<file path="src/rtl/gpio_irq_pkg.sv">
package gpio_irq_pkg;
  localparam int unsigned N_GROUPS  = 8;
  localparam int unsigned GRP_W     = 3;
  localparam int unsigned ADDR_W    = 12;
  localparam int unsigned MAX_PINS  = 64;
  localparam logic [2:0]  STAT_PAGE = 3'b100;  // addr[11:9] of 0x800..0x9FF

  typedef enum logic [2:0] {
    MODE_IN     = 3'd0,
    MODE_OUT    = 3'd1,
    MODE_LVL_HI = 3'd2,
    MODE_LVL_LO = 3'd3,
    MODE_RISE   = 3'd4,
    MODE_FALL   = 3'd5,
    MODE_BOTH   = 3'd6,
    MODE_OFF    = 3'd7
  } pin_mode_e;

  typedef struct packed {
    logic [GRP_W-1:0] grp;
    logic             ien;
    logic [1:0]       func;
    pin_mode_e        mode;
    logic             dout;
  } pin_cfg_t;

  function automatic pin_cfg_t unpack_cfg(logic [31:0] w);
    pin_cfg_t c;
    c.grp  = w[18:16];
    c.ien  = w[9];
    c.func = w[6:5];
    c.mode = pin_mode_e'(w[3:1]);
    c.dout = w[0];
    return c;
  endfunction

  function automatic logic [31:0] pack_cfg(pin_cfg_t c, logic bit0);
    return {13'd0, c.grp, 6'd0, c.ien, 2'd0, c.func, 1'b0, c.mode, bit0};
  endfunction
endpackage

</file>
<file path="src/rtl/gpio_in_sync.sv">
module gpio_in_sync #(
  parameter int unsigned WIDTH = 8
) (
  input  logic             clk_i,
  input  logic             rst_ni,
  input  logic [WIDTH-1:0] d_i,
  output logic [WIDTH-1:0] q_o
);
  logic [WIDTH-1:0] meta_q, sync_q;

  always_ff @(posedge clk_i or negedge rst_ni) begin
    if (!rst_ni) begin
      meta_q <= '0;
      sync_q <= '0;
    end else begin
      meta_q <= d_i;
      sync_q <= meta_q;
    end
  end

  assign q_o = sync_q;
endmodule

</file>
<file path="src/rtl/gpio_pin_event.sv">
module gpio_pin_event
  import gpio_irq_pkg::*;
(
  input  logic      clk_i,
  input  logic      rst_ni,
  input  pin_mode_e mode_i,
  input  logic      ien_i,
  input  logic      raw_i,
  output logic      lvl_o,
  output logic      evt_o
);
  logic prev_q, hit;

  assign lvl_o = raw_i & ien_i;

  always_ff @(posedge clk_i or negedge rst_ni) begin
    if (!rst_ni) prev_q <= 1'b0;
    else         prev_q <= lvl_o;
  end

  always_comb begin
    unique case (mode_i)
      MODE_LVL_HI: hit = lvl_o;
      MODE_LVL_LO: hit = ~lvl_o;
      MODE_RISE:   hit = lvl_o & ~prev_q;
      MODE_FALL:   hit = ~lvl_o & prev_q;
      MODE_BOTH:   hit = lvl_o ^ prev_q;
      default:     hit = 1'b0;
    endcase
  end

  // disabling the input must not create a falling edge
  assign evt_o = hit & ien_i;
endmodule

</file>
<file path="src/rtl/gpio_irq_status.sv">
module gpio_irq_status
  import gpio_irq_pkg::*;
#(
  parameter int unsigned NUM_PINS = 40
) (
  input  logic                                clk_i,
  input  logic                                rst_ni,
  input  logic [NUM_PINS-1:0]                 evt_i,
  input  logic [NUM_PINS-1:0][GRP_W-1:0]      grp_i,
  input  logic                                clr_i,
  input  logic [GRP_W-1:0]                    clr_grp_i,
  input  logic [3:0]                          clr_word_i,
  input  logic [31:0]                         clr_mask_i,
  output logic [N_GROUPS*NUM_PINS-1:0]        stat_o,
  output logic [N_GROUPS-1:0]                 irq_o
);
  logic [N_GROUPS*NUM_PINS-1:0] stat_q, stat_d;

  always_comb begin
    for (int g = 0; g < N_GROUPS; g++) begin
      for (int p = 0; p < NUM_PINS; p++) begin
        logic set_b, clr_b;
        set_b = evt_i[p] && (grp_i[p] == GRP_W'(g));
        clr_b = clr_i && (clr_grp_i == GRP_W'(g)) &&
                (clr_word_i == 4'(p / 32)) && clr_mask_i[p % 32];
        // set wins over a coincident clear
        stat_d[g*NUM_PINS+p] = (stat_q[g*NUM_PINS+p] & ~clr_b) | set_b;
      end
    end
  end

  always_ff @(posedge clk_i or negedge rst_ni) begin
    if (!rst_ni) stat_q <= '0;
    else         stat_q <= stat_d;
  end

  for (genvar g = 0; g < N_GROUPS; g++) begin : g_irq
    assign irq_o[g] = |stat_q[g*NUM_PINS +: NUM_PINS];
  end

  assign stat_o = stat_q;
endmodule

</file>
<file path="src/rtl/gpio_irq_ctrl.sv">
module gpio_irq_ctrl
  import gpio_irq_pkg::*;
#(
  parameter int unsigned NUM_PINS = 40
) (
  input  logic                  clk_i,
  input  logic                  rst_ni,
  input  logic                  req_i,
  input  logic                  we_i,
  input  logic [ADDR_W-1:0]     addr_i,
  input  logic [31:0]           wdata_i,
  output logic [31:0]           rdata_o,
  input  logic [NUM_PINS-1:0]   gpio_i,
  output logic [NUM_PINS-1:0]   gpio_o,
  output logic [NUM_PINS-1:0]   gpio_oe_o,
  output logic [2*NUM_PINS-1:0] func_o,
  output logic [N_GROUPS-1:0]   irq_o
);
  localparam int unsigned NUM_WORDS = (NUM_PINS + 31) / 32;
  localparam int unsigned IDX_W     = $clog2(MAX_PINS);

  pin_cfg_t                     cfg_q [NUM_PINS];
  logic [NUM_PINS-1:0]          pad_sync, pad_lvl, pin_evt, ien_vec;
  logic [NUM_PINS-1:0][GRP_W-1:0] grp_vec;
  logic [N_GROUPS*NUM_PINS-1:0] stat_flat;

  // address decode
  logic             aligned, pin_hit, stat_hit, stat_clr;
  logic [IDX_W-1:0] pin_idx;
  logic [GRP_W-1:0] sel_grp;
  logic [3:0]       sel_word;

  assign aligned  = (addr_i[1:0] == 2'b00);
  assign pin_idx  = addr_i[7:2];
  assign sel_grp  = addr_i[8:6];
  assign sel_word = addr_i[5:2];
  assign pin_hit  = aligned && (addr_i[ADDR_W-1:8] == '0) &&
                    ({1'b0, pin_idx} < (IDX_W+1)'(NUM_PINS));
  assign stat_hit = aligned && (addr_i[ADDR_W-1:9] == STAT_PAGE) &&
                    ({1'b0, sel_word} < 5'(NUM_WORDS));
  assign stat_clr = req_i && we_i && stat_hit;

  gpio_in_sync #(.WIDTH(NUM_PINS)) u_sync (
    .clk_i (clk_i),
    .rst_ni(rst_ni),
    .d_i   (gpio_i),
    .q_o   (pad_sync)
  );

  for (genvar p = 0; p < NUM_PINS; p++) begin : g_pin
    always_ff @(posedge clk_i or negedge rst_ni) begin
      if (!rst_ni)
        cfg_q[p] <= '0;
      else if (req_i && we_i && pin_hit && (pin_idx == IDX_W'(p)))
        cfg_q[p] <= unpack_cfg(wdata_i);
    end

    gpio_pin_event u_evt (
      .clk_i (clk_i),
      .rst_ni(rst_ni),
      .mode_i(cfg_q[p].mode),
      .ien_i (cfg_q[p].ien),
      .raw_i (pad_sync[p]),
      .lvl_o (pad_lvl[p]),
      .evt_o (pin_evt[p])
    );

    assign ien_vec[p]       = cfg_q[p].ien;
    assign grp_vec[p]       = cfg_q[p].grp;
    assign gpio_o[p]        = cfg_q[p].dout;
    assign gpio_oe_o[p]     = (cfg_q[p].mode == MODE_OUT) && (cfg_q[p].func == 2'b00);
    assign func_o[2*p +: 2] = cfg_q[p].func;
  end

  gpio_irq_status #(.NUM_PINS(NUM_PINS)) u_stat (
    .clk_i     (clk_i),
    .rst_ni    (rst_ni),
    .evt_i     (pin_evt),
    .grp_i     (grp_vec),
    .clr_i     (stat_clr),
    .clr_grp_i (sel_grp),
    .clr_word_i(sel_word),
    .clr_mask_i(wdata_i),
    .stat_o    (stat_flat),
    .irq_o     (irq_o)
  );

  logic [31:0] rd_val;

  always_comb begin
    rd_val = '0;
    if (pin_hit) begin
      for (int p = 0; p < NUM_PINS; p++) begin
        if (pin_idx == IDX_W'(p))
          rd_val = pack_cfg(cfg_q[p],
                            (cfg_q[p].mode == MODE_OUT) ? cfg_q[p].dout : pad_lvl[p]);
      end
    end else if (stat_hit) begin
      for (int p = 0; p < NUM_PINS; p++) begin
        if (sel_word == 4'(p / 32))
          rd_val[p % 32] = stat_flat[int'(sel_grp)*NUM_PINS + p];
      end
    end
  end

  always_ff @(posedge clk_i or negedge rst_ni) begin
    if (!rst_ni)                rdata_o <= '0;
    else if (req_i && !we_i)    rdata_o <= rd_val;
    else                        rdata_o <= '0;
  end
endmodule

</file>
<file path="config.mk">
export PLATFORM = sky130hd
export DESIGN_NAME = gpio_irq_ctrl
export DESIGN_NICKNAME = d
export VERILOG_FILES = /design/src/rtl/gpio_irq_pkg.sv /design/src/rtl/gpio_in_sync.sv /design/src/rtl/gpio_pin_event.sv /design/src/rtl/gpio_irq_status.sv /design/src/rtl/gpio_irq_ctrl.sv
export SDC_FILE = /design/constraint.sdc
export NUM_CORES = 2
export LEC_CHECK = 0
export CAP_MARGIN = 20
export CORE_ASPECT_RATIO = 0.8
export CORE_MARGIN = 3
export CORE_UTILIZATION = 43
export CTS_CLUSTER_SIZE = 14
export DETAILED_ROUTE_END_ITERATION = 8
export DONT_BUFFER_PORTS = 1
export PLACE_DENSITY = 0.64
export SLEW_MARGIN = 20
export SYNTH_ARGS = -nofsm -noshare
export SYNTH_HDL_FRONTEND = slang
export SYNTH_SLANG_ARGS = --single-unit
</file>
<file path="constraint.sdc">
create_clock -name clk_i -period 2.6 [get_ports clk_i]
set_input_delay 0.26 -clock clk_i [delete_from_list [all_inputs] [get_ports clk_i]]
set_output_delay 0.26 -clock clk_i [all_outputs]
set_load 0.03 [all_outputs]
</file>
## Word level (Yosys, flattened, before mapping)

Cells that the tools add are included.

| storage, ports and cells | value |
|---|---|
| register bits | 872 |
| bits of input ports | 88 |

| operators by class | value |
|---|---|
| add/subtract/negate cells | 39 |
| multiply operators | 1 |
| order comparisons | 42 |
| equal/unequal tests | 568 |
| mux-type cells | 243 |
| bitwise operators | 1240 |
| reductions and logical operators | 846 |

Operators with widths:

| cell | count |
|---|---|
| $mux W32 | 42 |
| $eq A3 B3 Y1 const B | 285 |
| $logic_and A1 B1 Y1 | 752 |
| $eq A3 B2 Y1 const B | 162 |
| $and A1 B1 Y1 | 480 |
| $not A1 Y1 | 400 |
| $lt A10 B10 Y1 const B | 39 |
| $bmux W1 S9 | 39 |
| $or A1 B1 Y1 | 320 |
| $reduce_or A40 Y1 | 8 |
| $eq A3 B1 Y1 const B | 81 |
| $pmux W1 S5 | 40 |
| $add A9 B5 Y10 const B | 16 |
| $logic_not A3 Y1 | 41 |
| $mux W1 | 120 |
| $eq A6 B5 Y1 const B | 16 |
| $logic_not A2 Y1 | 41 |
| $add A9 B4 Y10 const B | 8 |
| $add A9 B6 Y10 const B | 8 |
| $eq A6 B4 Y1 const B | 8 |
| $eq A6 B6 Y1 const B | 8 |
| $add A9 B3 Y10 const B | 4 |
| $xor A1 B1 Y1 | 40 |
| $eq A6 B3 Y1 const B | 4 |
| 14 further kinds | 17 |

## Depth between registers and ports, before layout

| depth | value |
|---|---|
| depth in word-level cells | 44 |
| depth in mapped cells | 15 |
| depth with buffers taken out | 11 |

## By module

A second synthesis with hierarchy kept.

| second synthesis, totals | value |
|---|---|
| cells, all modules | 4849 |
| area total of the unflattened synthesis | 55712.2 um^2 |

Modules (own cells, without submodules):

| module | instances | cells an instance | area an instance (um^2) |
|---|---|---|---|
| gpio_irq_ctrl | 1 | 2727 | 34110.2 |
| gpio_irq_status | 1 | 1482 | 15245.9 |
| gpio_pin_event | 40 | 14 | 108.9 |
| gpio_in_sync | 1 | 80 | 2001.9 |

## Worst setup path after synthesis

OpenSTA, ideal clock, no wires.

| timing | value |
|---|---|
| kind | in2reg |
| start | input port addr_i[7] |
| end | register rdata_o[27] |
| setup time | 134 ps |
| arrival time | 3323 ps |
| setup slack | -857 ps |
| stages | 14 |
| buffers on the path | 7 |
| cell sequence | buf_2 -> buf_2 -> buf_1 -> inv_2 -> ha_1 -> buf_4 -> buf_4 -> buf_2 -> clkbuf_1 -> mux4_2 -> a211oi_1 -> a211oi_1 -> a21oi_1 -> o22ai_1 |

| on the way | value |
|---|---|
| word-level cells in the longest chain between the ends | 41 |
| elaborated cells between the ends (all ways) | 86 |
| those cells by class | add/sub: 1; mul: 1; order compare: 1; eq/ne: 38; mux: 44; reduce/logical: 1 |

RTL lines:

| what | line | text |
|---|---|---|
| from (decl) | gpio_irq_ctrl.sv:10 | `input logic [ADDR_W-1:0] addr_i,` |
| $eq A6 B2 Y1 | gpio_irq_ctrl.sv:94 | `if (pin_idx == IDX_W'(p))` |
| $mux W32 (38 in series) | gpio_irq_ctrl.sv:94 |  |
| $mux W32 (*) | gpio_irq_ctrl.sv:92 | `if (pin_hit) begin` |
| $mux W32 (*) | gpio_irq_ctrl.sv:108 | `else if (req_i && !we_i) rdata_o <= rd_val;` |
| to (signal assigned) | gpio_irq_ctrl.sv:108 |  |
| to (decl) | gpio_irq_ctrl.sv:12 | `output logic [31:0] rdata_o,` |

Mark *: on every way between the ends. The rest lies on a longest branch, timed or not. The select of a mux whose other input is x is not followed.
A chain may end at the register's enable or synchronous reset.

## Final worst setup path

| timing | value |
|---|---|
| start | register u_stat.stat_q[224] (netlist: u_stat.stat_o[224]) |
| end | output port irq_o[5] |

| on the way | value |
|---|---|
| word-level cells in the longest chain between the ends | 1 |

RTL lines:

| what | line | text |
|---|---|---|
| from (decl) | gpio_irq_status.sv:17 | `logic [N_GROUPS*NUM_PINS-1:0] stat_q, stat_d;` |
| from (signal assigned) | gpio_irq_status.sv:34 | `else stat_q <= stat_d;` |
| $reduce_or A40 Y1 | gpio_irq_status.sv:38 | `assign irq_o[g] = \|stat_q[g*NUM_PINS +: NUM_PINS];` |
| to (decl) | gpio_irq_ctrl.sv:17 | `output logic [N_GROUPS-1:0] irq_o` |

Every way passes these cells.

==> metrics.md <==
| Metric | Value |
|---|---|
| Largest net degree at the start of global routing | `233` |
| Adder-cell area share of the yosys netlist | `2.13%` |
| DRC errors left | `0` |
| Initial core utilization | `43.4%` |
| Setup crit end | `irq_o[5]` |
| Crit path from | `u_stat.stat_o[224]$_DFF_PN0_` |
| Worst Clk Skew | `0.0596 ns` |
| Port buffer count | `0` |
| Core area | `123,000 um^2` |
| CP Cell Sequence | `buf_6, nor4_4, nand4_1, or3_4` |
| Main combinational cell family by area after synthesis | `multiplexers` |
| Via Count | `47,700` |
| Tmin final | `2.84 ns` |
| Post-synth top cells | `dfrtp_1 (872), nand2_1 (546), mux4_2 (373)` |
| Worst VDD drop | `611 uV` |
| Status | `complete, but fails checks` |
| RD Place Congestion | `1.08` |
| GRT overflow | `0` |
| Clock sink count | `872` |
| Pwr Density | `476 nW/um^2` |
| Top achievable clock speed | `352 MHz` |
| Area Overhead vs Synth | `23.0%` |
| Max clock buf depth | `3` |
| Post-synthesis mux area share | `27.0%` |
| Psw | `0.00807 W` |
| Synth Area in Compound Gates | `12.5%` |
| Die X | `401 um` |
| Total CTS buffers | `92` |
| Logic pwr share | `9.8%` |
| Final Max Slew Viols | `0` |
| Internal power | `0.0232 W` |
| Synth cell types | `87` |
| Crit path required time | `2.34 ns` |
| Vias in the first global route | `46,100` |
| Core Rows | `115` |
| Final Cycle Share | `109%` |
| Failing checks | `negative hold slack, negative setup slack` |
| #FFs+latches synth | `872` |
| Clock Power Share | `46.4%` |
| Final TNS setup | `-1.30 ns` |
| Slew HR | `23.5%` |
| RSZ-0062 raised after global routing | `yes` |
| Synth Flop Type | `dfrtp_1` |
| DR vias/cell | `6.91` |
| Sequential Power Share | `43.8%` |
| HPWL after DPL | `195,000 um` |
| Final worst slack | `-0.238 ns` |
| Synth top area cells | `dfrtp_1 (41%), mux4_2 (16%), mux2_1 (5.4%)` |
| TritonCTS clock tree | `built` |
| Finish-stage setup viols | `16` |
| Post-Synth XOR/XNOR Area | `0.956%` |
| Worst slew pin tran | `1.14 ns` |
| Sw frac | `25.8%` |
| Gate Count Post-Synth | `4,586` |
| Share of the synthesized area in the top cell type | `40.8%` |
| Most common cell in the synthesized netlist | `dfrtp_1` |
| FF-to-FF End | `rdata_o[6]$_DFF_PN0_` |
| H-tree lvl count | `3` |
| Hold WS | `-0.759 ns` |
| Crit-path max FO | `4` |
| Crit end category | `primary output` |
| Synth Area in Simple Gates | `11.6%` |
| Final net count | `5,362` |
| Post-Route WL | `258,000 um` |
| Worst hold path class | `input pin to async pin` |
| Die area | `129,000 um^2` |
| Slowest library cell on the worst path | `or3_4` |
| Ys Warns | `0` |
| Total global-route track usage | `39.4%` |
| WP data arrival | `2.58 ns` |
| Startpoint Class | `flip-flop` |
| Die height | `322 um` |
| DR pass1 iterations | `8` |
| Worst-path clk slew | `0.06 ns` |
| Cell leakage power | `29.7 nW` |
| Reg2reg setup slack | `-0.04 ns` |
| Crit path kind | `flip-flop to primary output` |
| First-pass GRT wire length | `360,000 um` |
| Clock latency on the worst-skew pair | `0.75 ns` |
| Max-cap violations | `0` |
| Synth area leader | `dfrtp_1` |
| Max incr delay on CP | `0.56 ns` |
| Final Hold Vio Count | `229` |
| Ratio of cells with drive above 1 in the final layout | `33.3%` |
| FFs w/ async S/R, synth | `100%` |
| 1st-iter DRT viols | `7,713` |
| Antenna violations before repair | `19` |
| Clock root buffer | `clkbuf_16` |
| Post-synthesis cell area | `53,500 um^2` |
| RR Startpoint | `u_stat.stat_o[86]$_DFF_PN0_` |
| Sequential share of the synthesized area | `40.8%` |
| Average footprint of a synthesized cell | `11.7 um^2` |
| Syn nets | `4,765` |
| Antenna violation net count after detailed routing | `0` |
| I/O pin count | `288` |
| EDFF count, synth | `0` |
| WL/cell | `37.5 um` |
| Worst Reg-to-Reg Cells | `8` |
==> metrics by stage <==
stage	total power (W)	instances	utilization [%]	area [um^2]	setup slack, ns
6_report	0.0313	6899	53.4	65800	-0.238
5_1_grt	0.0320	6892	53.4	65800	-0.219
4_1_cts	0.0313	6876	53.1	65500	-0.111
3_5_place_dp	0.0165	6587	48.8	60200	-0.836
3_3_place_gp	0.0165	6587	48.8	60200	-0.737
2_1_floorplan	0.0156	4586	-	54300	-0.114
==> sequential cells by signal, summed over array words and instances, names as in the netlist <==
signal	count
u_stat.stat_o	320
cfg_q	280
func_o	80
g_pin.u_evt.prev_q	40
gpio_o	40
u_sync.meta_q	40
u_sync.q_o	40
rdata_o	32
==> area by class of cell <==
type | instances | area, um^2
Fill cell | 10600 | 57500
Multi-Input combinational cell | 3211 | 30300
Sequential cell | 872 | 21900
Timing Repair Buffer | 895 | 7900
Clock buffer | 121 | 2580
Tap cell | 1638 | 2050
Clock inverter | 44 | 688
Inverter | 111 | 427
Antenna cell | 7 | 17.5
==> layer usage <==
| metal | wire length (um) | up-vias | global-route usage, % | part of all wire (%) |
|---|---|---|---|---|
| met2 | 104000 | 3582 | 54.7 | 40 |
| met4 | 20300 | 8 | 24.0 | 7.9 |
| met3 | 39900 | 913 | 18.2 | 15 |
| met1 | 94300 | 24400 | 49.9 | 36 |
| li1 | - | 18800 | - | - |
| met5 | 58 | - | 0 | 0.022 |
==> power groups by stage <==
| stage | clock, W | combinational (W) | sequential [W] |
|---|---|---|---|
| floorplan | 0 | 0.00170 | 0.0139 |
| global placement | 0 | 0.00255 | 0.0140 |
| detailed placement | 0 | 0.00255 | 0.0140 |
| CTS | 0.0146 | 0.00296 | 0.0137 |
| global route | 0.0152 | 0.00316 | 0.0137 |
| finish | 0.0145 | 0.00307 | 0.0137 |
==> how the worst min path moves through the flow <==
| stage | slack, ns | cells after the start | to | startpoint |
|---|---|---|---|---|
| final | -0.76 | 0 | g_pin[0].u_evt.prev_q$_DFF_PN0_ | rst_ni |
| after global routing | -0.78 | 0 | g_pin[0].u_evt.prev_q$_DFF_PN0_ | rst_ni |
| after CTS | -0.80 | 0 | u_sync.meta_q[2]$_DFF_PN0_ | rst_ni |
| after detailed placement | 0.009 | 0 | g_pin[4].u_evt.prev_q$_DFF_PN0_ | rst_ni |
| after global placement | 0.006 | 0 | g_pin[4].u_evt.prev_q$_DFF_PN0_ | rst_ni |
| after floorplan | -0.04 | 0 | cfg_q[101]$_DFFE_PN0P_ | rst_ni |
==> cell families after synthesis <==
logic type	Yosys count
multiplexers	921
buffers and inverters	503
adder cells (fa/ha/maj)	91
XOR/XNOR	55
flip-flops	872
AO/OA/AOI/OAI	887
AND/OR/NAND/NOR	1257
==> worst max-delay path, delay by kind of cell, from the launching register on <==
family,cells,cell delay (ns)
buffers and inverters,1,0.15
DFF,1,0.41
and+or+nand+nor,3,1.29
==> layout by cell type, fill, tap and decap left out, types with 19 or more instances in the layout <==
| cell type | Yosys | final |
|---|---|---|
| nand3_1 | 45 | 42 |
| inv_1 | 108 | 108 |
| o211ai_1 | 47 | 47 |
| o21ai_0 | 145 | 145 |
| clkbuf_16 | 0 | 94 |
| nor3b_1 | 21 | 19 |
| a22o_1 | 223 | 223 |
| ha_1 | 91 | 86 |
| mux2i_1 | 98 | 96 |
| and3b_1 | 32 | 30 |
| nor3_1 | 64 | 62 |
| nor4_4 | 0 | 26 |
| nor2_1 | 161 | 148 |
| nor2b_1 | 93 | 93 |
| mux2_2 | 192 | 191 |
| a211oi_1 | 36 | 33 |
| a21oi_1 | 72 | 71 |
| and3_1 | 43 | 40 |
| nand2_1 | 546 | 545 |
| buf_4 | 159 | 734 |
| dlygate4sd3_1 | 0 | 87 |
| buf_16 | 0 | 19 |
| dfrtp_2 | 0 | 44 |
| a221oi_1 | 36 | 34 |
| xor2_1 | 44 | 41 |
| nor4_2 | 3 | 24 |
| mux4_2 | 373 | 373 |
| nor4_1 | 84 | 37 |
| buf_12 | 0 | 42 |
| dfrtp_1 | 872 | 828 |
| mux2_1 | 258 | 251 |
| o22ai_1 | 55 | 55 |
| nand4_1 | 35 | 35 |
| nand2_8 | 0 | 22 |
| a22oi_1 | 42 | 42 |
| a32o_1 | 94 | 94 |
==> timing repair <==
| item | in CTS | in global routing |
|---|---|---|
| hold endpoints to repair | 1299 | 288 |
| resized for setup | 131 | 42 |
| setup buffers | 35 | 13 |
| pin swaps | 35 | 11 |
| endpoints found under the setup margin | 10 | 38 |
| hold buffers | 96 | 2 |
No activity file was read; power rests on OpenSTA's default activity.
